**config.mk**
```make
export PLATFORM = sky130hd
export DESIGN_NAME = tw_master
export DESIGN_NICKNAME = d
export VERILOG_FILES = /design/src/rtl/tw_pkg.sv /design/src/rtl/tw_seq.sv /design/src/rtl/tw_pad.sv /design/src/rtl/tw_master.sv
export SDC_FILE = /design/constraint.sdc
export NUM_CORES = 1
export LEC_CHECK = 0
export ABC_CLOCK_PERIOD_IN_PS = 3500
export BUFFER_PORTS_ARGS = -buffer_cell sky130_fd_sc_hd__buf_2
export CAP_MARGIN = 20
export CORE_MARGIN = 10
export CORE_UTILIZATION = 60
export DETAILED_ROUTE_END_ITERATION = 12
export HOLD_SLACK_MARGIN = 0.02
export PLACE_DENSITY = 0.84
export SYNTH_ARGS = -nofsm -noshare
export SYNTH_HDL_FRONTEND = slang
export SYNTH_SLANG_ARGS = --single-unit
```
**constraint.sdc**
```tcl
create_clock -name clk -period 3.5 [get_ports clk]
set_input_delay 0.175 -clock clk [delete_from_list [all_inputs] [get_ports clk]]
set_output_delay 0.175 -clock clk [all_outputs]
set_load 0.05 [all_outputs]
```
**src/rtl/tw_pkg.sv**
```systemverilog
// Shared types and codes for the two-wire master.
// Assumes an 8-bit control/status map; positions are decoded by software.
package tw_pkg;

    typedef enum logic [1:0] {OP_START, OP_STOP, OP_BYTE} tw_op_e;

    localparam int CB_ENA = 6;
    localparam int CB_STA = 5;
    localparam int CB_STP = 4;
    localparam int CB_FLG = 3;
    localparam int CB_ACK = 2;

    localparam logic [7:0] SC_IDLE    = 8'hF8;
    localparam logic [7:0] SC_START   = 8'h08;
    localparam logic [7:0] SC_RSTART  = 8'h10;
    localparam logic [7:0] SC_WA_ACK  = 8'h18;
    localparam logic [7:0] SC_WA_NACK = 8'h20;
    localparam logic [7:0] SC_WD_ACK  = 8'h28;
    localparam logic [7:0] SC_WD_NACK = 8'h30;
    localparam logic [7:0] SC_RA_ACK  = 8'h40;
    localparam logic [7:0] SC_RA_NACK = 8'h48;
    localparam logic [7:0] SC_RD_ACK  = 8'h50;
    localparam logic [7:0] SC_RD_NACK = 8'h58;

    // Status after a byte step: address or data, direction, acknowledge outcome.
    function automatic logic [7:0] byte_code(input logic is_addr, input logic rd,
                                             input logic tgt_ack, input logic own_ack);
        if (is_addr)
            return rd ? (tgt_ack ? SC_RA_ACK : SC_RA_NACK) : (tgt_ack ? SC_WA_ACK : SC_WA_NACK);
        else
            return rd ? (own_ack ? SC_RD_ACK : SC_RD_NACK) : (tgt_ack ? SC_WD_ACK : SC_WD_NACK);
    endfunction

endpackage

```
**src/rtl/tw_seq.sv**
```systemverilog
// Quarter-tick bus sequencer: runs one START, STOP or byte+ack step per go.
// Assumes go is only raised while not busy; line outputs mean "pull low".
module tw_seq
    import tw_pkg::*;
#(
    parameter int DW = 8
) (
    input  logic          clk,
    input  logic          rst_n,
    input  logic          tick,
    input  logic          go,
    input  tw_op_e        op,
    input  logic [DW-1:0] tx_byte,
    input  logic          rx_mode,
    input  logic          ack_send,
    input  logic          sda_in,
    output logic          busy,
    output logic          done,
    output logic [DW-1:0] rx_byte,
    output logic          ack_seen,
    output logic          scl_lo,
    output logic          sda_lo
);
    localparam int CW = $clog2(DW + 2);

    tw_op_e        op_q;
    logic [1:0]    phase;
    logic [CW-1:0] bitn;
    logic [DW-1:0] txsh;
    logic          rx_q, ack_q;
    logic          last;

    assign last = (bitn == CW'(DW));

    // Step state machine: latch the request, then walk quarter phases on tick.
    always_ff @(posedge clk) begin
        if (!rst_n) begin
            op_q <= OP_START; phase <= '0; bitn <= '0; txsh <= '0;
            rx_q <= 1'b0; ack_q <= 1'b0; busy <= 1'b0; done <= 1'b0;
            rx_byte <= '0; ack_seen <= 1'b0; scl_lo <= 1'b0; sda_lo <= 1'b0;
        end else begin
            done <= 1'b0;
            if (go && !busy) begin
                busy <= 1'b1; op_q <= op; phase <= '0; bitn <= '0;
                txsh <= tx_byte; rx_q <= rx_mode; ack_q <= ack_send;
            end else if (busy && tick) begin
                phase <= phase + 2'd1;
                unique case (op_q)
                    OP_START: begin
                        unique case (phase)
                            2'd0: begin scl_lo <= 1'b1; sda_lo <= 1'b0; end
                            2'd1: scl_lo <= 1'b0;
                            2'd2: sda_lo <= 1'b1;
                            default: begin scl_lo <= 1'b1; busy <= 1'b0; done <= 1'b1; end
                        endcase
                    end
                    OP_STOP: begin
                        unique case (phase)
                            2'd0: begin scl_lo <= 1'b1; sda_lo <= 1'b1; end
                            2'd1: scl_lo <= 1'b0;
                            2'd2: sda_lo <= 1'b0;
                            default: begin busy <= 1'b0; done <= 1'b1; end
                        endcase
                    end
                    default: begin
                        unique case (phase)
                            2'd0: begin
                                scl_lo <= 1'b1;
                                sda_lo <= last ? (rx_q & ack_q) : (!rx_q & !txsh[DW-1]);
                            end
                            2'd1: scl_lo <= 1'b0;
                            2'd2: begin
                                if (last) ack_seen <= !sda_in;
                                else      rx_byte  <= {rx_byte[DW-2:0], sda_in};
                            end
                            default: begin
                                scl_lo <= 1'b1;
                                txsh   <= {txsh[DW-2:0], 1'b0};
                                if (last) begin busy <= 1'b0; done <= 1'b1; end
                                else      bitn <= bitn + 1'b1;
                            end
                        endcase
                    end
                endcase
            end
        end
    end

    a_r4_bit_range: assert property (@(posedge clk) disable iff (!rst_n)
        busy |-> bitn <= CW'(DW));
    a_r8_stop_frees_lines: assert property (@(posedge clk) disable iff (!rst_n)
        (done && op_q == OP_STOP) |-> (!scl_lo && !sda_lo));
    a_r2_start_leaves_both_low: assert property (@(posedge clk) disable iff (!rst_n)
        (done && op_q == OP_START) |-> (scl_lo && sda_lo));
endmodule

```
**src/rtl/tw_pad.sv**
```systemverilog
// Line output stage: merges engine pull-lows with software forces and registers them.
// Assumes forces are already synchronous to clk.
module tw_pad #(
    parameter int LANES = 2
) (
    input  logic             clk,
    input  logic             rst_n,
    input  logic [LANES-1:0] eng_lo,
    input  logic [LANES-1:0] force_lo,
    output logic [LANES-1:0] line_lo
);
    for (genvar g = 0; g < LANES; g++) begin : g_lane
        // Register one lane: a force overrides the engine.
        always_ff @(posedge clk) begin
            if (!rst_n) line_lo[g] <= 1'b0;
            else        line_lo[g] <= eng_lo[g] | force_lo[g];
        end

        a_r9_force_pulls_low: assert property (@(posedge clk) disable iff (!rst_n)
            force_lo[g] |=> line_lo[g]);
    end
endmodule

```
**src/rtl/tw_master.sv**
```systemverilog
// Event-stepped two-wire master: register file, step dispatch and status coding.
// Assumes single-master bus, no clock stretching; tick paces quarter bits.
module tw_master
    import tw_pkg::*;
#(
    parameter int DW = 8
) (
    input  logic          clk,
    input  logic          rst_n,
    input  logic          tick,
    input  logic          reg_we,
    input  logic          reg_sel,
    input  logic [DW-1:0] reg_wdata,
    output logic [7:0]    ctl_rd,
    output logic [DW-1:0] data_rd,
    output logic [7:0]    status_rd,
    input  logic          sda_in,
    input  logic          scl_force,
    input  logic          sda_force,
    output logic          scl_lo,
    output logic          sda_lo
);
    logic          ena, sta, stp, flg, aak;
    logic [DW-1:0] data_q;
    logic [7:0]    stat_q;
    logic          active, first, rd_q, cur_aak;
    tw_op_e        cur_op, go_op;
    logic          may_go, go;
    logic          busy, done, ack_seen, eng_scl, eng_sda;
    logic [DW-1:0] rx_byte;
    logic [1:0]    lines;

    // Dispatch: pick the next step once enabled, idle and acknowledged.
    always_comb begin
        may_go = ena && !busy && !done && !flg;
        go     = 1'b0;
        go_op  = OP_BYTE;
        if (may_go) begin
            if (sta)                 begin go = 1'b1; go_op = OP_START; end
            else if (stp && active)  begin go = 1'b1; go_op = OP_STOP;  end
            else if (!stp && active) begin go = 1'b1; go_op = OP_BYTE;  end
        end
    end

    // Register file and step bookkeeping; hardware updates follow software writes.
    always_ff @(posedge clk) begin
        if (!rst_n) begin
            ena <= 1'b0; sta <= 1'b0; stp <= 1'b0; flg <= 1'b0; aak <= 1'b0;
            data_q <= '0; stat_q <= SC_IDLE; active <= 1'b0; first <= 1'b0;
            rd_q <= 1'b0; cur_aak <= 1'b0; cur_op <= OP_START;
        end else begin
            if (reg_we && !reg_sel) begin
                ena <= reg_wdata[CB_ENA]; sta <= reg_wdata[CB_STA];
                stp <= reg_wdata[CB_STP]; aak <= reg_wdata[CB_ACK];
                if (!reg_wdata[CB_FLG]) flg <= 1'b0;
            end
            if (reg_we && reg_sel) data_q <= reg_wdata;
            if (may_go && !sta && stp && !active) stp <= 1'b0;
            if (go) begin
                cur_op  <= go_op;
                cur_aak <= aak;
                if (go_op == OP_BYTE && first) rd_q <= data_q[0];
            end
            if (done) begin
                unique case (cur_op)
                    OP_START: begin
                        sta <= 1'b0; flg <= 1'b1; first <= 1'b1; active <= 1'b1;
                        stat_q <= active ? SC_RSTART : SC_START;
                    end
                    OP_STOP: begin
                        stp <= 1'b0; active <= 1'b0; first <= 1'b0; stat_q <= SC_IDLE;
                    end
                    default: begin
                        flg    <= 1'b1;
                        first  <= 1'b0;
                        stat_q <= byte_code(first, rd_q, ack_seen, cur_aak);
                        if (rd_q && !first) data_q <= rx_byte;
                    end
                endcase
            end
        end
    end

    tw_seq #(.DW(DW)) u_seq (
        .clk(clk), .rst_n(rst_n), .tick(tick), .go(go), .op(go_op),
        .tx_byte(data_q), .rx_mode(rd_q && !first), .ack_send(aak),
        .sda_in(sda_in), .busy(busy), .done(done), .rx_byte(rx_byte),
        .ack_seen(ack_seen), .scl_lo(eng_scl), .sda_lo(eng_sda)
    );

    tw_pad #(.LANES(2)) u_pad (
        .clk(clk), .rst_n(rst_n), .eng_lo({eng_sda, eng_scl}),
        .force_lo({sda_force, scl_force}), .line_lo(lines)
    );

    assign scl_lo    = lines[0];
    assign sda_lo    = lines[1];
    assign ctl_rd    = {1'b0, ena, sta, stp, flg, aak, 2'b00};
    assign data_rd   = data_q;
    assign status_rd = stat_q;

    a_r7_hold_scl_low: assert property (@(posedge clk) disable iff (!rst_n)
        flg |-> (eng_scl && !busy));
    a_r8_stop_no_event: assert property (@(posedge clk) disable iff (!rst_n)
        $fell(active) |-> (!flg && stat_q == SC_IDLE));
    a_r2_start_req_cleared: assert property (@(posedge clk) disable iff (!rst_n)
        ($rose(flg) && (stat_q == SC_START || stat_q == SC_RSTART)) |-> !sta);
    a_r10_disabled_stays_idle: assert property (@(posedge clk) disable iff (!rst_n)
        (!ena && !busy) |=> !busy);
endmodule

```
==> results.py, run 1 <==
metrics = {
    "outcome": {
        "status": "finished clean",
    },
    "clock_tree": {
        "path_clk_slew_ns": 0.06,
        "insertion_delay_ns": 0.34,
        "postCtsHoldBufs": 0,
        "post_cts_buffers": 0,
        "cts_buffers": 9,
        "cts_tree": "yes",
        "cts_sinks": 57,
        "htreeDepth": 3,
        "cts-resized-gates": 0,
        "root_buffer": "clkbuf_8",
        "clk_path_buf_depth": 2,
    },
    "final_layout": {
        "final_cells": 395,
        "drive_above_1_share_pct": 17.2,
        "fin_nets": 363,
        "layout_common_cells": "57 x dfxtp_1, 35 x buf_2, 31 x nand2_1, 29 x a21oi_1, 26 x nand3_1",
        "final_common_cell": "dfxtp_1",
        "regArea_sq_um": 1140,
        "area_growth_pct": 11.8,
        "multi_input_area_sq_um": 1330,
        "n_antenna_cell": 0,
        "n_fill_cell": 351,
    },
    "global_routing": {
        "track_usage_pct": 17.5,
        "antenna_found_initial": 0,
        "grt_pass1_vias": 2260,
        "grt_pass1_wl_mm": 10.7,
        "grt_remaining_overflow": 0,
        "grt_max_degree": 24,
    },
    "setup_path": {
        "timing.rr.end": "u_seq.phase[0]",
        "cp_max_fo": 18,
        "cp_data_required_time_ns": 3.70,
        "cp-start-kind": "flip-flop",
        "reg2reg_slack_ns": 1.35,
        "end_kind": "flip-flop",
        "reg2reg_from": "u_seq.busy",
        "startpoint": "u_seq.busy",
        "r2r.worst_path.cells": 3,
        "setup.worst_path.class": "flip-flop to flip-flop",
        "endpoint": "u_seq.phase[0]",
        "crit_arrival_ns": 2.35,
    },
    "logic_synthesis": {
        "synth_area_leaders": "dfxtp_1 43%, a21oi_1 5.4%, a311oi_1 5.2%",
        "syn_area_per_cell_sq_um": 8.43,
        "synthAdderAreaFrac_pct": 4.22,
        "synth_top_family_by_area": "simple AND/OR/NAND/NOR gates",
        "synth.ff_latch_count": 57,
        "synth_largest_area_cell": "dfxtp_1",
        "yosysWarnings": 0,
        "synth-compound-area-share_pct": 20.2,
        "ys_types": 48,
        "seq_area_frac_synth_pct": 42.7,
        "synth_edf_count": 0,
        "syn-cell-area_sq_um": 2670,
        "synth_cells": 317,
        "muxShareOfSynthArea_pct": 2.25,
        "synthXorXnorAreaFrac_pct": 0.328,
        "synth_top_area_share_pct": 42.7,
        "synthArstFlopShare_pct": 0,
        "synth-simple-area-share_pct": 22.1,
        "ys.flop_type": "dfxtp_1",
    },
    "placed_design": {
        "pre_cts_ws_ns": 1.42,
        "dp_hpwl_mm": 4.54,
        "globalplace.congestion": 0.887,
        "dpl.cell_count": 379,
        "port_buffers": 35,
    },
    "timing": {
        "maxSlewViolCount": 0,
        "rsz0062_at_grt": "false",
        "fmax_mhz": 466,
        "final.setup.tns_ns": 0,
        "finClkSkew_ns": 0.00950,
        "slew_headroom_pct": 52.2,
        "setup_viol": 0,
        "post-route-period-util_pct": 61.3,
        "worstMarginPinSlew_ns": 0.715,
        "fin_crit_ns": 2.15,
        "hold_ws_ns": 0.0357,
        "setup_slack_ns": 1.35,
        "hold_viol": 0,
    },
    "drt": {
        "routed_via_density": 6.08,
        "wl_mm": 6.49,
        "ant_nets": 0,
        "detail_route.wl_per_cell_microns": 16.4,
        "first_pass_iters": 4,
        "num_vias": 2401,
        "initialDrtViolationCount": 155,
        "drc": 0,
    },
    "floorplanning": {
        "rows": 24,
        "dieArea_sq_um": 7520,
        "die_w_microns": 86.7,
        "core_area_sq_um": 4320,
        "die_y_microns": 86.7,
        "initial_utilization_pct": 61.8,
        "io_pins": 42,
    },
    "power": {
        "pwr_density_cell_nw_per_um2": 478,
        "p_leak_nw": 1.11,
        "peakVddDrop_v": 0.000363,
        "total_power_mw": 1.43,
    },
    "hold_path": {
        "holdCritStartpoint": "sda_force",
        "min_path_type": "input port to flip-flop",
    },
    "job": {
        "cap_violations": 0,
    },
}
metrics by stage:
stage	area, sq um	util (%)
2_1_floorplan	2690	-
6_report	2990	69.0
3_3_place_gp	2780	64.2
5_1_grt	2990	69.0
3_5_place_dp	2780	64.2
4_1_cts	2990	69.0
logic make-up (layout without fill, tap and decap cells):
group | after synthesis | count (layout)
simple gates | 115 | 115
compound gates | 84 | 84
flops | 57 | 57
buf+inv | 44 | 65
fa+ha+maj | 9 | 9
mux | 6 | 6
other cells | 1 | 6
xor+xnor | 1 | 1
layout make-up:
type	count	area share, %
clock buffers	10	4.27
clock inverters	6	2.77
inverters	12	1.51
multi-input cells	221	44.7
flip-flops and latches	57	38.2
well taps	52	2.18
repair buffers	37	6.37
state kept, by name, indices dropped and copies added (netlist names), 2 cells and up:
name / count
cur_op: 2
data_rd: 8
status_rd: 5
u_pad.line_lo: 2
u_seq.bitn: 4
u_seq.op_q: 2
u_seq.phase: 2
u_seq.rx_byte: 8
u_seq.txsh: 8
power breakdown:
| group | leakage [nW] | switching, mW | internal, mW |
|---|---|---|---|
| combinational | 0.539 | 0.0790 | 0.0241 |
| sequential | 0.461 | 0.00971 | 0.658 |
| clock | 0.106 | 0.260 | 0.397 |
routing by layer:
layer,vias up,global-route usage [%],part of all wire [%]
li1,1166,-,-
met1,1149,20.7,43
met5,-,0,0
met4,0,9.87,2.7
met3,15,4.22,6.1
met2,71,28.3,48
how the worst min path moves through the flow:
stage | to | slack (ns) | cells past startpoint
2_1_floorplan | u_pad.line_lo[0] | 0.29 | 2
3_5_place_dp | u_pad.line_lo[0] | 0.39 | 3
4_1_cts | u_pad.line_lo[1] | 0.03 | 3
5_1_grt | u_pad.line_lo[0] | 0.06 | 3
6_report | u_pad.line_lo[1] | 0.04 | 3
3_3_place_gp | u_pad.line_lo[1] | 0.38 | 3
Yosys cell counts (3+ instances only):
master and n:
a21oi_1 29, nand3_1 26, clkbuf_1 19, nand2_1 31
nor3_1 10, a311oi_1 16, o21ai_0 23, mux2i_1 6
dfxtp_1 57, inv_1 10, ha_1 9, nor2_1 21
buf_4 11, a21o_1 3, nand2b_1 4
critical path, stage by stage (launching register included):
cell and delay [ns]:
dfxtp_1 0.42, or4b_1 0.82, o21ai_0 0.67, nor2_1 0.10
No activity file was read; power rests on OpenSTA's default activity.
==> run 2: changes to the inputs <==
Settings changed: ABC_AREA from default to 1, ABC_CLOCK_PERIOD_IN_PS 3500 to 2100, CORE_UTILIZATION 60 to 56, PLACE_DENSITY 0.84 to 0.79.
Clock period 3.5 ns to 2.1 ns, I/O delays scaled along.
==> results.py, run 2 <==
metrics = {
    "outcome": {
        "status": "finished clean",
    },
    "final_layout": {
        "area_growth_pct": 11.7,
        "final_cells": 466,
        "n_antenna_cell": 0,
        "final_util_pct": 64.6,
        "layout_common_cells": "60 x nand2_1, 57 x dfxtp_1, 39 x a21oi_1, 39 x nand3_1, 38 x inv_1",
        "fin_nets": 419,
        "final_common_cell": "nand2_1",
        "drive_above_1_share_pct": 17.0,
    },
    "timing": {
        "fmax_mhz": 647,
        "final.setup.tns_ns": 0,
        "post-route-period-util_pct": 73.6,
        "hold_viol": 0,
        "setup_viol": 0,
        "fin_crit_ns": 1.55,
        "finClkSkew_ns": 0.00613,
        "maxSlewViolCount": 0,
        "rsz0062_at_grt": "false",
    },
    "global_routing": {
        "met2_usage_pct": 25.5,
        "grt_util_met1_pct": 17.9,
        "track_usage_pct": 15.3,
        "grtUsageMet3_pct": 3.82,
        "grt.busiest_layer": "met2",
        "grt_remaining_overflow": 0,
        "grt_pass1_wl_mm": 10.5,
        "grt_pass1_vias": 2286,
        "grt_max_degree": 26,
        "antenna_found_initial": 0,
    },
    "drt": {
        "drc": 0,
        "num_vias": 2455,
        "wl_mm": 6.16,
        "routed_via_density": 5.27,
        "detail_route.wl_per_cell_microns": 13.2,
        "first_pass_iters": 4,
        "initialDrtViolationCount": 167,
        "ant_nets": 0,
    },
    "floorplanning": {
        "io_pins": 42,
        "core_area_sq_um": 4750,
        "die_y_microns": 90.1,
        "dieArea_sq_um": 8110,
        "rows": 25,
        "die_w_microns": 90.1,
        "initial_utilization_pct": 57.8,
    },
    "power": {
        "total_power_mw": 2.34,
        "p_leak_nw": 1.24,
        "peakVddDrop_v": 0.000426,
        "pwr_density_cell_nw_per_um2": 763,
    },
    "placed_design": {
        "dpl.cell_count": 447,
        "dp_hpwl_mm": 4.55,
        "port_buffers": 35,
        "globalplace.congestion": 0.851,
    },
    "logic_synthesis": {
        "synth_area_leaders": "dfxtp_1 41%, nand2_1 8.2%, a21oi_1 7.1%",
        "synth.ff_latch_count": 57,
        "synth_cells": 365,
        "syn_area_per_cell_sq_um": 7.53,
        "ys.flop_type": "dfxtp_1",
        "seq_area_frac_synth_pct": 41.5,
        "ys_types": 32,
        "synth_largest_area_cell": "dfxtp_1",
        "yosysWarnings": 0,
        "yosysMostFrequentCell": "nand2_1",
        "synthArstFlopShare_pct": 0,
        "synth_top_area_share_pct": 41.5,
        "syn-cell-area_sq_um": 2750,
        "synth_edf_count": 0,
        "synthTopCellsByCount": "60 x nand2_1, 57 x dfxtp_1, 39 x a21oi_1, 39 x nand3_1, 38 x inv_1",
    },
    "clock_tree": {
        "root_buffer": "clkbuf_8",
        "htreeDepth": 3,
        "path_clk_slew_ns": 0.07,
        "cts_tree": "yes",
        "post_cts_buffers": 0,
        "insertion_delay_ns": 0.33,
        "cts_sinks": 57,
        "cts_buffers": 9,
        "clk_path_buf_depth": 2,
    },
    "setup_path": {
        "cp_data_required_time_ns": 2.35,
        "crit_chain": "inv_1, nand2_2, nand3_2, buf_4, o21ai_0, nand2_1, a21oi_1",
        "reg2reg_from": "sta",
        "cp_slowest_cell": "dfxtp_1",
        "cp-start-kind": "flip-flop",
        "reg2reg_slack_ns": 0.55,
        "cp_max_fo": 13,
        "crit_arrival_ns": 1.80,
        "timing.rr.end": "u_seq.txsh[4]",
        "crit_buf_inv": 2,
        "setup.worst_path.class": "flip-flop to flip-flop",
        "crit_family": "simple AND/OR/NAND/NOR gates",
        "max_stage_delay_ns": 0.38,
        "r2r.worst_path.cells": 7,
        "end_kind": "flip-flop",
    },
    "hold_path": {
        "min_path_type": "input port to flip-flop",
        "worst_hold_path.endpoint": "data_rd[0]",
        "hold_depth": 3,
        "holdCritStartpoint": "reg_wdata[0]",
    },
    "job": {
        "cap_violations": 0,
    },
}
## run 2: changes by cell type after synthesis, moves of 10 or more
cell / before / now
nand2_1: 31 / 60
inv_1: 10 / 38
clkbuf_1: 19 / 2
a311oi_1: 16 / 0
nand3_1: 26 / 39
a21oi_1: 29 / 39
## run 2: worst max path at each step
stage	endpoint	startpoint	depth (start not counted)
CTS	u_seq.txsh[4]	sta	7
global route	u_seq.rx_byte[5]	u_seq.phase[0]	8
detailed placement	u_seq.txsh[4]	sta	7
finish	u_seq.txsh[4]	sta	7
global placement	u_seq.txsh[3]	sta	8
floorplan	u_seq.sda_lo	u_seq.bitn[0]	8
## run 2: repair_timing
| action | in CTS | in global routing |
|---|---|---|
| resized for setup | 0 | 0 |
| endpoints found under the hold margin | 3 | 0 |
| hold buffers | 3 | 0 |
## run 2: cell families (layout without fill, tap and decap cells)
kind of cell | count (synthesis) | after routing | synth area share (%)
simple gates | 144 | 144 | 24.8
compound gates | 85 | 85 | 16.4
buf+inv | 68 | 97 | 12.8
flops | 57 | 57 | 41.5
fa+ha+maj | 9 | 9 | 4.09
other cells | 1 | 6 | 0.136
xor+xnor | 1 | 1 | 0.319
## run 2: where the power goes
| part | internal, mW | leakage (nW) | switching (mW) | total, mW |
|---|---|---|---|---|
| Sequential | 1.10 | 0.462 | 0.0162 | 1.12 |
| Combinational | 0.0524 | 0.680 | 0.156 | 0.209 |
| Clock | 0.576 | 0.0953 | 0.441 | 1.02 |
## run 2: worst register-to-register path, stage by stage, from the launching register on
cell and delay (ns):
dfxtp_1 0.38, inv_1 0.08, nand2_2 0.23, nand3_2 0.25, buf_4 0.25, o21ai_0 0.08
nand2_1 0.07, a21oi_1 0.13
## run 2: cell type report
class,instances,area [sq um]
well taps,67,83.8
multi-input cells,245,1270
repair buffers,40,220
clock inverters,5,55.1
flip-flops and latches,57,1140
clock buffers,11,141
inverters,41,156
fillers,428,1680
## run 2: layer usage
layer / share of wire (%) / vias up / wire (microns)
li1: - / 1249 / -
met1: 44 / 1133 / 2740
met2: 49 / 62 / 3010
met3: 4.8 / 11 / 295
met4: 1.9 / 0 / 117
met5: 0 / - / 0
## run 2: metrics by stage
| stage | hold WS, ns | worst slack [ns] | instance area, sq um |
|---|---|---|---|
| 2_1_floorplan | 0.221 | 0.887 | 2770 |
| 3_3_place_gp | 0.309 | 0.613 | 2850 |
| 3_5_place_dp | 0.316 | 0.590 | 2850 |
| 4_1_cts | 0.0457 | 0.547 | 3070 |
| 5_1_grt | 0.0515 | 0.353 | 3070 |
| 6_report | 0.0569 | 0.554 | 3070 |
==> run 3: changes to the inputs <==
Settings changed: ABC_CLOCK_PERIOD_IN_PS 2100 to 1500.
Clock period 2.1 ns to 1.5 ns, I/O delays scaled along.
==> results.py, run 3 (synthesized netlist as in run 2, its figures left out) <==
metrics = {
    "setup_path": {
        "cp_slowest_cell": "dfxtp_1",
        "end_kind": "flip-flop",
        "crit_family": "flip-flops",
        "crit_buf_inv": 0,
        "cp-start-kind": "flip-flop",
        "setup.worst_path.class": "flip-flop to flip-flop",
        "cp_max_fo": 14,
        "cp_data_required_time_ns": 1.76,
        "crit_chain": "ha_1, nand4_4, o21ai_0, nand2_1, a21oi_1",
        "max_stage_delay_ns": 0.38,
        "crit_arrival_ns": 1.64,
    },
    "global_routing": {
        "track_usage_pct": 15.3,
        "grt_remaining_overflow": 0,
        "grt.busiest_layer": "met2",
        "met2_usage_pct": 25.5,
        "grtUsageMet3_pct": 3.74,
        "antenna_found_initial": 0,
        "grt_max_degree": 26,
        "grt_pass1_vias": 2261,
        "grt_util_met1_pct": 17.8,
        "grt_pass1_wl_mm": 10.4,
    },
    "clock_tree": {
        "cts_tree": "yes",
        "htreeDepth": 3,
        "cts_buffers": 9,
        "clk_path_buf_depth": 2,
        "root_buffer": "clkbuf_8",
        "path_clk_slew_ns": 0.07,
        "insertion_delay_ns": 0.34,
        "cts_sinks": 57,
        "post_cts_buffers": 0,
    },
    "floorplanning": {
        "io_pins": 42,
        "core_area_sq_um": 4750,
        "die_w_microns": 90.1,
        "die_y_microns": 90.1,
        "initial_utilization_pct": 57.8,
        "rows": 25,
        "dieArea_sq_um": 8110,
    },
    "drt": {
        "ant_nets": 0,
        "num_vias": 2434,
        "wl_mm": 6.27,
        "first_pass_iters": 4,
        "detail_route.wl_per_cell_microns": 13.2,
        "routed_via_density": 5.12,
        "initialDrtViolationCount": 155,
        "drc": 0,
    },
    "power": {
        "total_power_mw": 3.28,
        "p_leak_nw": 1.29,
        "pwr_density_cell_nw_per_um2": 1040,
        "peakVddDrop_v": 0.000670,
    },
    "final_layout": {
        "n_fill_cell": 424,
        "final_common_cell": "nand2_1",
        "n_antenna_cell": 0,
        "area_growth_pct": 14.9,
        "multi_input_area_sq_um": 1290,
        "fin_nets": 428,
        "regArea_sq_um": 1140,
        "drive_above_1_share_pct": 19.6,
        "layout_common_cells": "59 x nand2_1, 56 x dfxtp_1, 39 x a21oi_1, 39 x nand3_1, 38 x inv_1",
    },
    "hold_path": {
        "min_path_type": "input port to flip-flop",
    },
    "timing": {
        "fmax_mhz": 730,
        "fin_crit_ns": 1.37,
        "setup_viol": 0,
        "finClkSkew_ns": 0.00826,
        "final.setup.tns_ns": 0,
        "maxSlewViolCount": 0,
        "rsz0062_at_grt": "false",
        "post-route-period-util_pct": 91.4,
        "hold_viol": 0,
    },
    "placed_design": {
        "dp_hpwl_mm": 4.61,
        "port_buffers": 35,
        "globalplace.congestion": 0.832,
    },
    "job": {
        "cap_violations": 0,
    },
    "outcome": {
        "status": "finished clean",
    },
}
==> run 3: path summary, 6_finish.rpt <==
| path | startpoint | endpoint | slack (ns) | cells past startpoint |
|---|---|---|---|---|
| hold / removal | sda_in | u_seq.rx_byte[0] | 0.03 | 3 |
| setup reg to reg | u_seq.phase[0] | u_seq.txsh[5] | 0.13 | 5 |
| setup / recovery | u_seq.phase[0] | u_seq.txsh[5] | 0.13 | 5 |
| hold reg to reg | status_rd[7] | status_rd[7] | 0.45 | 2 |
==> run 3: power by group <==
part	leakage [nW]	switching, mW	internal (mW)
Clock	0.102	0.616	0.799
Sequential	0.462	0.0226	1.54
Combinational	0.724	0.222	0.0799
==> run 3: tightest hold or removal path, cell delays in order <==
cell,delay (ns)
buf_2,0.11
nand3_1,0.07
a21oi_1,0.06
==> run 3: timing repair <==
item / in CTS / in global routing
endpoints found under the setup margin: 0 / 18
hold endpoints to repair: 4 / 0
resized for setup: 0 / 6
hold buffers: 4 / 0
==> run 3: through the flow <==
stage               hold slack [ns]  setup slack, ns  cells  utilization, %  instance area (sq um)
global placement              0.276            0.128    455            61.1                   2910
floorplan                     0.191            0.287    370               -                   2770
detailed placement            0.284           0.0358    455            61.1                   2910
finish                       0.0258            0.129    475            66.5                   3160
CTS                          0.0215           0.0163    475            66.1                   3140
global route                 0.0440           0.0211    475            66.5                   3160
==> run 3: final cells by class <==
cell class,instances,area share [%]
multi-input combinational,245,40.8
sequential,57,36.1
timing repair buffer,49,9.30
inverter,41,4.95
clock buffer,10,4.35
tap,67,2.65
clock inverter,6,1.82
==> run 3: layer usage <==
metal | vias to the layer above | share of wire (%)
met3 | 12 | 5.8
met4 | 0 | 2.1
met1 | 1101 | 44
met2 | 54 | 48
li1 | 1267 | -
met5 | - | 0
